<file path="src/rtl/irq_sc_pkg.sv">
package irq_sc_pkg;

    localparam int WORD_W = 32;
    localparam int OFS_W  = 8;

    // Offsets decoded by software drivers; kept fixed.
    localparam logic [OFS_W-1:0] OFS_STATUS = 8'h24;
    localparam logic [OFS_W-1:0] OFS_RAISE  = 8'h60;
    localparam logic [OFS_W-1:0] OFS_ACK    = 8'h64;

    localparam logic [WORD_W-1:0] MISS_DATA = '1;

    typedef enum logic [1:0] {
        ACC_BYTE = 2'd0,
        ACC_HALF = 2'd1,
        ACC_WORD = 2'd2,
        ACC_RSVD = 2'd3
    } acc_size_e;

    typedef enum logic [1:0] {
        OP_NONE  = 2'd0,
        OP_READ  = 2'd1,
        OP_RAISE = 2'd2,
        OP_ACK   = 2'd3
    } reg_op_e;

    typedef struct packed {
        reg_op_e           op;
        logic              status_hit;
        logic [WORD_W-1:0] data;
    } reg_cmd_t;

    function automatic logic [WORD_W-1:0] one_hot(input int unsigned pos);
        logic [WORD_W-1:0] v;
        v = '0;
        v[pos] = 1'b1;
        return v;
    endfunction

endpackage

</file>
<file path="src/rtl/irq_sc_decode.sv">
module irq_sc_decode
    import irq_sc_pkg::*;
#(
    parameter int ADDR_W = OFS_W
) (
    input  logic              req_valid,
    input  logic              req_write,
    input  logic [ADDR_W-1:0] req_addr,
    input  logic [1:0]        req_size,
    input  logic [WORD_W-1:0] req_wdata,
    output reg_cmd_t          cmd
);

    logic is_word;

    assign is_word = (acc_size_e'(req_size) == ACC_WORD);

    always_comb begin
        cmd            = '0;
        cmd.data       = req_wdata;
        cmd.op         = OP_NONE;
        cmd.status_hit = 1'b0;
        if (req_valid) begin
            if (!req_write) begin
                cmd.op         = OP_READ;
                cmd.status_hit = is_word && (req_addr == ADDR_W'(OFS_STATUS));
            end else if (is_word) begin
                if (req_addr == ADDR_W'(OFS_RAISE)) begin
                    cmd.op = OP_RAISE;
                end else if (req_addr == ADDR_W'(OFS_ACK)) begin
                    cmd.op = OP_ACK;
                end
            end
        end
    end

endmodule

</file>
<file path="src/rtl/irq_sc_status.sv">
module irq_sc_status
    import irq_sc_pkg::*;
#(
    parameter int DONE_BIT = 8
) (
    input  logic              clk,
    input  logic              rst,
    input  reg_cmd_t          cmd,
    input  logic [WORD_W-1:0] hw_set,
    input  logic              xfer_done,
    output logic [WORD_W-1:0] status,
    output logic              set_any,
    output logic              next_zero
);

    localparam logic [WORD_W-1:0] DONE_MASK = one_hot(DONE_BIT);

    logic [WORD_W-1:0] set_vec;
    logic [WORD_W-1:0] raise_vec;
    logic [WORD_W-1:0] clr_vec;
    logic [WORD_W-1:0] status_n;

    assign set_vec   = hw_set | (xfer_done ? DONE_MASK : '0);
    assign raise_vec = (cmd.op == OP_RAISE) ? cmd.data : '0;
    assign clr_vec   = (cmd.op == OP_ACK)   ? cmd.data : '0;

    genvar gi;
    generate
        for (gi = 0; gi < WORD_W; gi++) begin : g_bit
            // A set from any source outranks a same-cycle clear.
            assign status_n[gi] = set_vec[gi] | raise_vec[gi] |
                                  (status[gi] & ~clr_vec[gi]);
        end
    endgenerate

    assign set_any   = |set_vec;
    assign next_zero = (status_n == '0);

    always_ff @(posedge clk) begin
        if (rst) begin
            status <= '0;
        end else begin
            status <= status_n;
        end
    end

    AST_SET_WINS: assert property (@(posedge clk) disable iff (rst)
        (cmd.op == OP_ACK) && (hw_set != '0) |=> ((status & $past(hw_set)) == $past(hw_set)))
        else $error("set pulse lost against acknowledge");

    AST_DONE_BIT: assert property (@(posedge clk) disable iff (rst)
        xfer_done |=> status[DONE_BIT])
        else $error("transfer-done bit not set");

    AST_IDLE_STABLE: assert property (@(posedge clk) disable iff (rst)
        (cmd.op inside {OP_NONE, OP_READ}) && (hw_set == '0) && !xfer_done |=> $stable(status))
        else $error("status changed without a set or clear source");

endmodule

</file>
<file path="src/rtl/irq_sc_line.sv">
module irq_sc_line
    import irq_sc_pkg::*;
(
    input  logic     clk,
    input  logic     rst,
    input  reg_cmd_t cmd,
    input  logic     set_any,
    input  logic     next_zero,
    output logic     irq_out
);

    logic line_n;

    always_comb begin
        line_n = irq_out;
        if (cmd.op == OP_RAISE || set_any) begin
            line_n = 1'b1;
        end else if (cmd.op == OP_ACK && next_zero) begin
            line_n = 1'b0;
        end
    end

    always_ff @(posedge clk) begin
        if (rst) begin
            irq_out <= 1'b0;
        end else begin
            irq_out <= line_n;
        end
    end

    AST_RAISE_LINE: assert property (@(posedge clk) disable iff (rst)
        (cmd.op == OP_RAISE) |=> irq_out)
        else $error("raise did not assert line");

    AST_DROP_ONLY_ON_ACK: assert property (@(posedge clk) disable iff (rst)
        (cmd.op != OP_ACK) && irq_out |=> irq_out)
        else $error("line fell without acknowledge");

endmodule

</file>
<file path="src/rtl/irq_setclr_ctl.sv">
module irq_setclr_ctl
    import irq_sc_pkg::*;
#(
    parameter int ADDR_W   = OFS_W,
    parameter int DONE_BIT = 8
) (
    input  logic              clk,
    input  logic              rst,
    input  logic              req_valid,
    input  logic              req_write,
    input  logic [ADDR_W-1:0] req_addr,
    input  logic [1:0]        req_size,
    input  logic [WORD_W-1:0] req_wdata,
    output logic              rsp_valid,
    output logic [WORD_W-1:0] rsp_rdata,
    input  logic [WORD_W-1:0] hw_set,
    input  logic              xfer_done,
    output logic              irq_out
);

    reg_cmd_t          cmd;
    logic [WORD_W-1:0] status;
    logic              set_any;
    logic              next_zero;

    irq_sc_decode #(.ADDR_W(ADDR_W)) u_decode (
        .req_valid (req_valid),
        .req_write (req_write),
        .req_addr  (req_addr),
        .req_size  (req_size),
        .req_wdata (req_wdata),
        .cmd       (cmd)
    );

    irq_sc_status #(.DONE_BIT(DONE_BIT)) u_status (
        .clk       (clk),
        .rst       (rst),
        .cmd       (cmd),
        .hw_set    (hw_set),
        .xfer_done (xfer_done),
        .status    (status),
        .set_any   (set_any),
        .next_zero (next_zero)
    );

    irq_sc_line u_line (
        .clk       (clk),
        .rst       (rst),
        .cmd       (cmd),
        .set_any   (set_any),
        .next_zero (next_zero),
        .irq_out   (irq_out)
    );

    always_ff @(posedge clk) begin
        if (rst) begin
            rsp_valid <= 1'b0;
            rsp_rdata <= '0;
        end else begin
            rsp_valid <= (cmd.op == OP_READ);
            if (cmd.op == OP_READ) begin
                rsp_rdata <= cmd.status_hit ? status : MISS_DATA;
            end
        end
    end

    AST_RESET_CLEAR: assert property (@(posedge clk)
        rst |=> (status == '0) && !irq_out)
        else $error("reset did not clear");

    AST_PENDING_LINE: assert property (@(posedge clk) disable iff (rst)
        (status != '0) |-> irq_out)
        else $error("pending cause with line low");

    AST_READ_LATENCY: assert property (@(posedge clk) disable iff (rst)
        req_valid && !req_write |=> rsp_valid)
        else $error("read response missing");

    AST_ACK_ZERO: assert property (@(posedge clk) disable iff (rst)
        req_valid && req_write && (req_size == 2'd2) && (req_addr == ADDR_W'(OFS_ACK))
        && (hw_set == '0) && !xfer_done |=> (irq_out == (status != '0)))
        else $error("line wrong after acknowledge");

    AST_NARROW_IGNORED: assert property (@(posedge clk) disable iff (rst)
        req_valid && req_write && (req_size != 2'd2) && (hw_set == '0) && !xfer_done
        |=> $stable(status) && $stable(irq_out))
        else $error("narrow write had an effect");

endmodule

</file>
<file path="config.mk">
export PLATFORM = sky130hd
export DESIGN_NAME = irq_setclr_ctl
export DESIGN_NICKNAME = d
export VERILOG_FILES = /design/src/rtl/irq_sc_pkg.sv /design/src/rtl/irq_sc_decode.sv /design/src/rtl/irq_sc_status.sv /design/src/rtl/irq_sc_line.sv /design/src/rtl/irq_setclr_ctl.sv
export SDC_FILE = /design/constraint.sdc
export NUM_CORES = 1
export LEC_CHECK = 0
export BUFFER_PORTS_ARGS = -buffer_cell sky130_fd_sc_hd__buf_2
export CORE_ASPECT_RATIO = 0.6
export CORE_MARGIN = 2
export CORE_UTILIZATION = 25
export DETAILED_ROUTE_END_ITERATION = 16
export MAX_ROUTING_LAYER = met4
export PLACE_DENSITY = 0.55
export SYNTH_ARGS = -nofsm -noshare
export SYNTH_HDL_FRONTEND = slang
export SYNTH_SLANG_ARGS = --single-unit
</file>
<file path="constraint.sdc">
create_clock -name clk -period 2.9 [get_ports clk]
set_clock_uncertainty 0.15 [all_clocks]
set_input_delay 0 -clock clk [delete_from_list [all_inputs] [get_ports clk]]
set_output_delay 0 -clock clk [all_outputs]
set_load 0.005 [all_outputs]
</file>
Word-level counts from Yosys, hierarchy flattened:

Index checks and enable logic that the tools add are counted.

* reductions and logical operators: 6
* div/mod/pow operators: 0
* add/sub/neg operators: 0
* equal/unequal tests: 7
* shift-type cells: 0
* bitwise operators: 129
* multipliers: 0
* order comparisons: 0
* muxes and demuxes: 12

Operators by type and width (count)
* $mux 32: 3
* $or 1x1->1: 64
* $and 1x1->1: 32
* $logic_not 32->1: 1
* $not 1->1: 32
* $or 32x32->32: 1
* $reduce_or 32->1: 1
* $eq 8x7->1 const B: 2
* $mux 9: 1
* $eq 8x6->1 const B: 1
* $mux 2: 4
* $eq 2x2->1 const B: 3
* $mux 1: 3
* $mux 3: 1
* $eq 2x1->1 const B: 1
* $logic_and 1x1->1: 2
* $reduce_bool 2->1: 1
* $logic_or 1x1->1: 1

* memories: 0
* ROM bits: 0
* word-level logic and storage cells: 158
* bits in writable memories: 0
* input bits: 79
* register bits after elaboration: 66
* bits in latches: 0
* output and inout bits: 34

Logic depth before layout (Yosys ltp):

Gate-level depths: netlist (run 1).

* depth after elaboration: 15
* depth in mapped cells: 10
* gate-level depth less buffers: 6

Hierarchy:

A second synthesis (run 1) with hierarchy kept.

* cells, all modules: 389
* area total of the unflattened synthesis: 3662.3 µm²

Modules (own cells, without submodules)
* irq_setclr_ctl: cells each 148, sequential area each 660.6 µm², area each 1706.6 µm², instances 1
* irq_sc_status: cells each 195, sequential area each 640.6 µm², area each 1606.5 µm², instances 1
* irq_sc_decode: cells each 41, sequential area each 0.0 µm², area each 302.8 µm², instances 1
* irq_sc_line: cells each 5, sequential area each 20.0 µm², area each 46.3 µm², instances 1

Least setup slack after synthesis (run 1):

OpenSTA, ideal clock, no wires.

* path kind: input -> register
* from: in req_addr[1]
* to: reg u_line.irq_out
* cell stages on the path: 8
* arrival time: 2258 ps
* buffers on the path: 2
* setup time: 127 ps
* required time: 2623 ps
* setup slack: 365 ps
* cells stage by stage: or4b_4 > buf_6 > buf_6 > o41a_1 > a311o_1 > or4_1 > nor4_2 > a21oi_1

* word-level cells in the longest chain between the ends: 14
* elaborated cells between the ends (all ways): 144
* classes of those cells: eq/ne: 4; mux: 8; bitwise: 128; reduce/logical: 4

Ends and longest elaborated chain
* from (decl): line irq_setclr_ctl.sv:11 `input logic [ADDR_W-1:0] req_addr,`
* $eq 8x7->1: line irq_sc_decode.sv:30 `end else if (req_addr == ADDR_W'(OFS_ACK)) begin`
* $mux 2: line irq_sc_decode.sv:30
* $mux 2 *: line irq_sc_decode.sv:28 `if (req_addr == ADDR_W'(OFS_RAISE)) begin`
* $mux 2 *: line irq_sc_decode.sv:27 `end else if (is_word) begin`
* $mux 2 *: line irq_sc_decode.sv:24 `if (!req_write) begin`
* $mux 3 *: line irq_sc_decode.sv:23 `if (req_valid) begin`
* $eq 2x2->1: line irq_sc_status.sv:25, irq_sc_line.sv:18
* $mux 32: line irq_sc_status.sv:25 `assign clr_vec = (cmd.op == OP_ACK) ? cmd.data : '0;`
* $not 1->1: line irq_sc_status.sv:32 `(status[gi] & ~clr_vec[gi]);`
* $and 1x1->1: line irq_sc_status.sv:32
* $or 1x1->1: line irq_sc_status.sv:31 `assign status_n[gi] = set_vec[gi] | raise_vec[gi] |`
* $logic_not 32->1: line irq_sc_status.sv:37 `assign next_zero = (status_n == '0);`
* $logic_and 1x1->1: line irq_sc_line.sv:18 `end else if (cmd.op == OP_ACK && next_zero) begin`
* $reduce_bool 2->1 (no source line)
* to (signal assigned): line irq_sc_line.sv:27 `irq_out <= line_n;`
* to (decl): line irq_sc_line.sv:9 `output logic irq_out`

Every way passes the cells marked *; elsewhere a longest branch is shown, timed or not.
A chain may end at the register's enable or synchronous reset.

Worst setup path in the final report (run 1):

* from: in req_write
* to: reg u_line.irq_out

* word-level cells in the longest chain between the ends: 10
* elaborated cells between the ends (all ways): 139
* classes of those cells: eq/ne: 2; mux: 5; bitwise: 128; reduce/logical: 4

Ends and longest elaborated chain
* from (decl): line irq_setclr_ctl.sv:10 `input logic req_write,`
* $mux 2 *: line irq_sc_decode.sv:24
* $mux 3 *: line irq_sc_decode.sv:23
* $eq 2x2->1: line irq_sc_status.sv:25, irq_sc_line.sv:18
* $mux 32: line irq_sc_status.sv:25
* $not 1->1: line irq_sc_status.sv:32
* $and 1x1->1: line irq_sc_status.sv:32
* $or 1x1->1: line irq_sc_status.sv:31
* $logic_not 32->1: line irq_sc_status.sv:37
* $logic_and 1x1->1: line irq_sc_line.sv:18
* $reduce_bool 2->1 (no source line)

Marked as above.

==> key figures, run 1 <==
Floorplan
  • Core Area: 12000 um^2
  • Standard-cell rows: 31
  • Starting Density: 0.256
  • DIE HEIGHT: 89.9 um
  • I/O pin count: 113
  • Die Wd: 147 um
  • Die ar.: 13200 um^2

Power
  • Int Pwr: 1870 uW
  • Sequential power share: 0.405
  • Combinational Power Share: 0.157
  • P_sw: 627 uW
  • VDD IR max: 0.300 mV
  • Lkg Pwr: 0.00201 uW
  • Power Dens Cells: 521 nW/um^2
  • Design Power: 2500 uW
  • Clock network power share: 0.438
  • Sw frac: 0.251

GRT
  • Met2 Use GR: 0.259
  • Initial antenna violation count: 1
  • Grt ovf: 0
  • Gr usage total: 0.189
  • Busiest grt layer: met1
  • First-pass GRT wire length: 18900 um
  • Pin count of the biggest net entering global routing: 40
  • Vias in the first global route: 3558
  • Met1 Resource Use GR: 0.270
  • Met3 Usage GRT: 0.0629

Yosys
  • Most frequent cell after synthesis: nor2_1
  • Dominant cells by area after synthesis: dfxtp_1, nor2_1, o41a_1
  • Distinct cells, synth: 32
  • Post-synthesis register bit count: 66
  • Post-Syn Area: 3080 um^2
  • Mapped Cells: 369
  • Synth async-reset ratio: 0
  • Area leader, netlist: dfxtp_1
  • Post-synth top cells: nor2_1, dfxtp_1, nor3_1
  • Synthesized net count: 448
  • Share of the synthesized area in the top cell type: 0.429
  • Sequential area share after synthesis: 0.429
  • EDFF count, synth: 0
  • Most used DFF post-synth: dfxtp_1
  • Synth warnings: 0
  • Syn Area/Cell: 8.34 um^2

Setup path
  • Worst setup SP type: input pin
  • Worst-path fanout max: 14
  • WP data arrival: 2.83 ns
  • Critical path required time: 2.97 ns
  • Crit. End Element: flop
  • Setup CP Type: in2reg

Routing
  • Vias per cell: 5.02
  • Total wire length: 12000 um
  • WL/cell: 16.9 um
  • Drt pass-1 iters: 5
  • Post-DRT Antenna Nets: 0
  • DRC violation total after the first TritonRoute iteration: 258
  • Total number of vias: 3582
  • DRC: 0

Final layout
  • Share of layout cells above drive strength 1: 0.272
  • Layout area overhead: 55.7%
  • Layout fillers: 1263
  • Nets: 622

Clock network
  • Clk slew on worst S/H paths: 0.05 ns
  • CTS tree: yes
  • Worst-Skew Late Latency: 0.34 ns
  • Setup Fix Bufs, Post-CTS: 0
  • Sink Count: 66
  • CTS Root Cell: clkbuf_16
  • Max H-tree Level: 3
  • CTS Buf Count: 9
  • Clock Path Buffers: 2

Timing
  • Max Freq: 362 MHz
  • Period minus WS final: 2.76 ns
  • Relative slew slack: 0.509
  • WHS: 0.0422 ns
  • Final Hold Viols: 0
  • Setup ws final: 0.140 ns
  • Finish-stage setup viols: 0
  • Slew Viols, Final: 0
  • Tcrit/Tclk final: 0.952
  • Worst Tran Pin Value: 0.737 ns

Placed design
  • Detailed placement HPWL: 8630 um
  • Port buffer count: 112
  • RePlAce Congestion: 0.827
  • Post-Place Worst Slack: -0.0339 ns

Outcome
  • Status: finished, final reports clean

Job
  • Max cap viols: 0

Hold path
  • HP Class: in2reg
power by group through the flow:
stage | logic (uW) | clock network, uW | registers [uW]
6_report | 391 | 1090 | 1010
5_1_grt | 431 | 1140 | 1020
4_1_cts | 388 | 1110 | 1010
3_5_place_dp | 305 | 0 | 1030
3_3_place_gp | 300 | 0 | 1030
2_1_floorplan | 158 | 0 | 1020
critical path, stage by stage:
cell and delay, ns:
dlygate4sd3_1 0.52, buf_2 0.14, nand2_1 0.18, buf_4 0.26
o41a_1 0.37, a311o_1 0.33, or4_1 0.56, nor4_2 0.36
a21oi_1 0.10
registers in the layout (all words and copies together), names as in the netlist:
name and cells:
u_line.irq_out 1, rsp_valid 1, u_status.status 32, rsp_rdata 32
final timing paths:
path	start	endpoint	slack, ns	depth (start not counted)
max	req_write	u_line.irq_out$_SDFFE_PP0P_	0.14	9
min	req_wdata[26]	u_line.irq_out$_SDFFE_PP0P_	0.04	5
max reg2reg	u_status.status[16]$_SDFF_PP0_	u_line.irq_out$_SDFFE_PP0P_	0.83	5
min reg2reg	rsp_rdata[5]$_SDFFE_PP0P_	rsp_rdata[5]$_SDFFE_PP0P_	0.34	2
cell families after synthesis:
kind of cell / share of synthesized area
buf+inv: 0.0573
compound gates: 0.222
flops: 0.429
simple gates: 0.292
routing by layer:
metal / wire length, um / vias up
met1: 5980 / 1701
met5: 0 / -
met4: 80 / 0
li1: - / 1714
met3: 1050 / 12
met2: 4930 / 155
through the flow:
stage / TNS [ns] / std cells / utilization / instance area [um^2]
global route: -0.00522 / 714 / 0.398 / 4790
detailed placement: -0.0339 / 630 / 0.317 / 3810
CTS: 0 / 713 / 0.398 / 4780
floorplan: 0 / 369 / - / 3080
finish: 0 / 714 / 0.398 / 4790
global placement: 0 / 630 / 0.317 / 3810
repair_timing:
item	CTS	global route
resized for setup	0	1
hold buffers	67	0
endpoints found under the setup margin	0	1
hold endpoints to repair	34	0
final cells by class:
cell class / count / area (um^2) / area share
Antenna cell: 1 / 2.50 / 0.000522
Clock buffer: 12 / 246 / 0.0514
Clock inverter: 4 / 51.3 / 0.0107
Inverter: 8 / 30.0 / 0.00627
Multi-Input combinational cell: 265 / 1600 / 0.333
Sequential cell: 66 / 1320 / 0.276
Tap cell: 165 / 206 / 0.0431
Timing Repair Buffer: 193 / 1340 / 0.279
cells in the final DEF (no fill, tap or decap), drive strengths merged:
master	netlist	final
clkinvlp	0	1
o41a	25	25
nand3	2	2
a311o	16	16
dlygate4sd3	0	67
nand4b	1	1
a311oi	9	9
or2	1	1
diode	0	1
or4b	2	2
nor2	84	84
a31oi	6	6
nor3	36	36
nand2	28	28
dfxtp	66	66
or4	5	5
nor4	11	11
bufinv	0	1
o21bai	1	1
nor2b	17	17
clkbuf	22	12
inv	7	7
nand4	3	3
o22ai	1	1
o311a	1	1
clkinv	1	3
o41ai	1	1
buf	8	126
a211oi	1	1
o21ai	3	3
o21ba	2	2
o2111ai	1	1
a21oi	8	8
No activity file was read; power rests on OpenSTA's default activity.
==> run 2, diff against run 1 <==
--- a/config.mk
+++ b/config.mk
@@ -8,10 +8,10 @@
 export BUFFER_PORTS_ARGS = -buffer_cell sky130_fd_sc_hd__buf_2
 export CORE_ASPECT_RATIO = 0.6
 export CORE_MARGIN = 2
-export CORE_UTILIZATION = 25
+export CORE_UTILIZATION = 40
 export DETAILED_ROUTE_END_ITERATION = 16
 export MAX_ROUTING_LAYER = met4
-export PLACE_DENSITY = 0.55
+export PLACE_DENSITY = 0.76
 export SYNTH_ARGS = -nofsm -noshare
 export SYNTH_HDL_FRONTEND = slang
 export SYNTH_SLANG_ARGS = --single-unit
==> run 2 against run 1 <==
First-iteration DRC count grew 72%. Non-clock buffer count fell by 2. Sequential share of layout area is 0.82 points higher. Clock power decreased by 12%.
==> key figures, run 2 (synthesis results as in run 1) <==
Final layout
  • Biggest regs: rsp_rdata (32), u_status.status (32)
  • Layout fillers: 625 (-51%)
  • Share of layout cells above drive strength 1: 0.268 (-0.00352)
  • Final antenna diode count: 0 (-1)
  • Nets: 620 (-0.32%)
  • Most common cell after layout, fill and taps aside: buf_2
  • Layout area overhead: 51.2%
  • Final instance area: 4650 um^2 (-2.9%)
  • Finished Layout Cells: 648 (-9.2%)
  • Most frequent cells in the layout: buf_2, nor2_1, dlygate4sd3_1, dfxtp_1, nor3_1

Placed design
  • Placed insts: 567 (-10%)
  • Post-Place Worst Slack: 0.0534 ns (+0.0873 ns)
  • RePlAce Congestion: 0.894 (+8.1%)
  • Area after DPL: 3720 um^2 (-2.4%)
  • Port buffer count: 112 (unchanged)
  • Detailed placement HPWL: 7280 um (-16%)

Power
  • VDD IR max: 0.243 mV (-19%)
  • Design Power: 2370 uW (-5.2%)
  • Lkg Pwr: 0.00199 uW (-1.1%)
  • Power Dens Cells: 509 nW/um^2 (-2.4%)

Floorplan
  • Starting Density: 0.418 (+0.162)
  • Die ar.: 8430 um^2 (-36%)
  • I/O pin count: 113 (unchanged)
  • Standard-cell rows: 24 (-23%)
  • DIE HEIGHT: 71.9 um (-20%)
  • Die Wd: 117 um (-20%)
  • Core Area: 7360 um^2 (-39%)

Setup path
  • Worst path slowest cell: dlygate4sd3_1
  • Crit-path max cell delay: 0.59 ns (+0.03 ns)
  • WP data arrival: 2.96 ns (+0.13 ns)
  • Cells along the critical path: dlygate4sd3_1, buf_2, nand2_1, buf_4, nor4_4, buf_6, a31oi_1, dlygate4sd3_1, a21oi_1, dlygate4sd3_1
  • Crit. End Element: flop
  • CP Buf/Inv Count: 6 (+3)
  • Reg2Reg Capture Point: u_line.irq_out$_SDFFE_PP0P_
  • Cell family with most CP delay: buffers and inverters
  • Reg-to-reg startpoint: u_status.status[16]$_SDFF_PP0_
  • Critical path required time: 3.02 ns (+0.05 ns)
  • Critical Path Most Common Cell: dlygate4sd3_1
  • Worst-path fanout max: 13 (-1)
  • R2R setup slack: 0.85 ns (+0.02 ns)
  • Setup CP Type: in2reg
  • Reg2Reg Depth: 5 (unchanged)
  • Worst setup SP type: input pin

Clock network
  • Clk slew on worst S/H paths: 0.05 ns (about the same)
  • Clock Path Buffers: 2 (unchanged)
  • Setup Fix Bufs, Post-CTS: 0 (unchanged)
  • Worst-Skew Late Latency: 0.32 ns (-0.02 ns)
  • Sink Count: 66 (unchanged)
  • CTS Buf Count: 9 (unchanged)
  • CTS Root Cell: clkbuf_16
  • Max H-tree Level: 3 (unchanged)
  • CTS tree: yes

Routing
  • Vias per cell: 5.65 (+13%)
  • Total number of vias: 3662 (+2.2%)
  • DRC: 0 (unchanged)
  • DRC violation total after the first TritonRoute iteration: 445 (+72%)
  • WL/cell: 17.4 um (+3.3%)
  • Post-DRT Antenna Nets: 0 (unchanged)
  • Drt pass-1 iters: 5 (unchanged)
  • Total wire length: 11300 um (-6.3%)

Timing
  • Worst Tran Pin Value: 1.11 ns (+0.369 ns)
  • Slew Viols, Final: 0 (unchanged)
  • Setup ws final: 0.0602 ns (-0.0797 ns)
  • Tcrit/Tclk final: 0.979 (+0.0275)
  • Finish-stage setup viols: 0 (unchanged)
  • WHS: 0.0190 ns (-0.0232 ns)
  • Relative slew slack: 0.263 (-0.246)
  • Final Hold Viols: 0 (unchanged)
  • Period minus WS final: 2.84 ns (+0.0797 ns)
  • Max Freq: 352 MHz (-2.8%)

GRT
  • Initial antenna violation count: 0 (-1)
  • Grt ovf: 0 (unchanged)
  • Vias in the first global route: 3478 (-2.2%)
  • First-pass GRT wire length: 17500 um (-7.4%)
  • Pin count of the biggest net entering global routing: 59 (+48%)
  • Gr usage total: 0.278 (+0.0887)

Hold path
  • Hold path depth: 5 (unchanged)
  • HP Class: in2reg
  • HP Start: req_wdata[19]
  • Hold endpoint: u_line.irq_out$_SDFFE_PP0P_

Job
  • Max cap viols: 0 (unchanged)

Outcome
  • Status: finished, final reports clean
-- run 2: worst max path at each step --
| stage | startpoint | endpoint | cells after the start |
|---|---|---|---|
| 5_1_grt | req_write | u_status.status[18]$_SDFF_PP0_ | 10 |
| 4_1_cts | req_write | u_status.status[18]$_SDFF_PP0_ | 10 |
| 3_3_place_gp | req_addr[1] | u_line.irq_out$_SDFFE_PP0P_ | 8 |
| 6_report | req_write | u_status.status[18]$_SDFF_PP0_ | 10 |
| 2_1_floorplan | req_addr[1] | u_line.irq_out$_SDFFE_PP0P_ | 8 |
| 3_5_place_dp | req_addr[1] | u_line.irq_out$_SDFFE_PP0P_ | 7 |
-- run 2: repair_timing --
action / 4_1_cts / 5_1_grt
setup endpoints to repair: 0 / 1
hold buffers: 66 / 0
gates resized for setup: 0 / 1
hold endpoints to repair: 34 / 0
-- run 2: worst register-to-register path: stages, from the launching register on --
cell and delay [ns]:
dfxtp_1 0.32, o41a_1 0.12, a311o_1 0.35, or4_1 0.53, nor4_1 0.35, a21oi_1 0.10
-- run 2: power by group --
group / total (uW) / internal (uW) / switching (uW)
clock network: 964 / 588 / 376
registers: 1010 / 972 / 38.9
logic: 392 / 209 / 183
total: 2370 / 1770 / 598
-- run 2: area by class of cell --
cell class	instances	area, um^2	area share
Clock buffer	11	243	0.0522
Timing Repair Buffer	191	1320	0.284
Multi-Input combinational cell	265	1590	0.342
Sequential cell	66	1320	0.284
Clock inverter	3	17.5	0.00377
Tap cell	104	130	0.0280
Inverter	8	30.0	0.00646
-- run 2: routing by layer --
layer  wire length, um  GRT usage
met2              4810      0.406
met4               162     0.0771
met3              1140     0.0702
met5                 0          -
met1              5180      0.383
-- run 2: through the flow --
step	util	TNS [ns]
2_1_floorplan	-	0
3_3_place_gp	0.506	0
3_5_place_dp	0.506	0
4_1_cts	0.631	0
5_1_grt	0.632	-0.000737
6_report	0.632	0
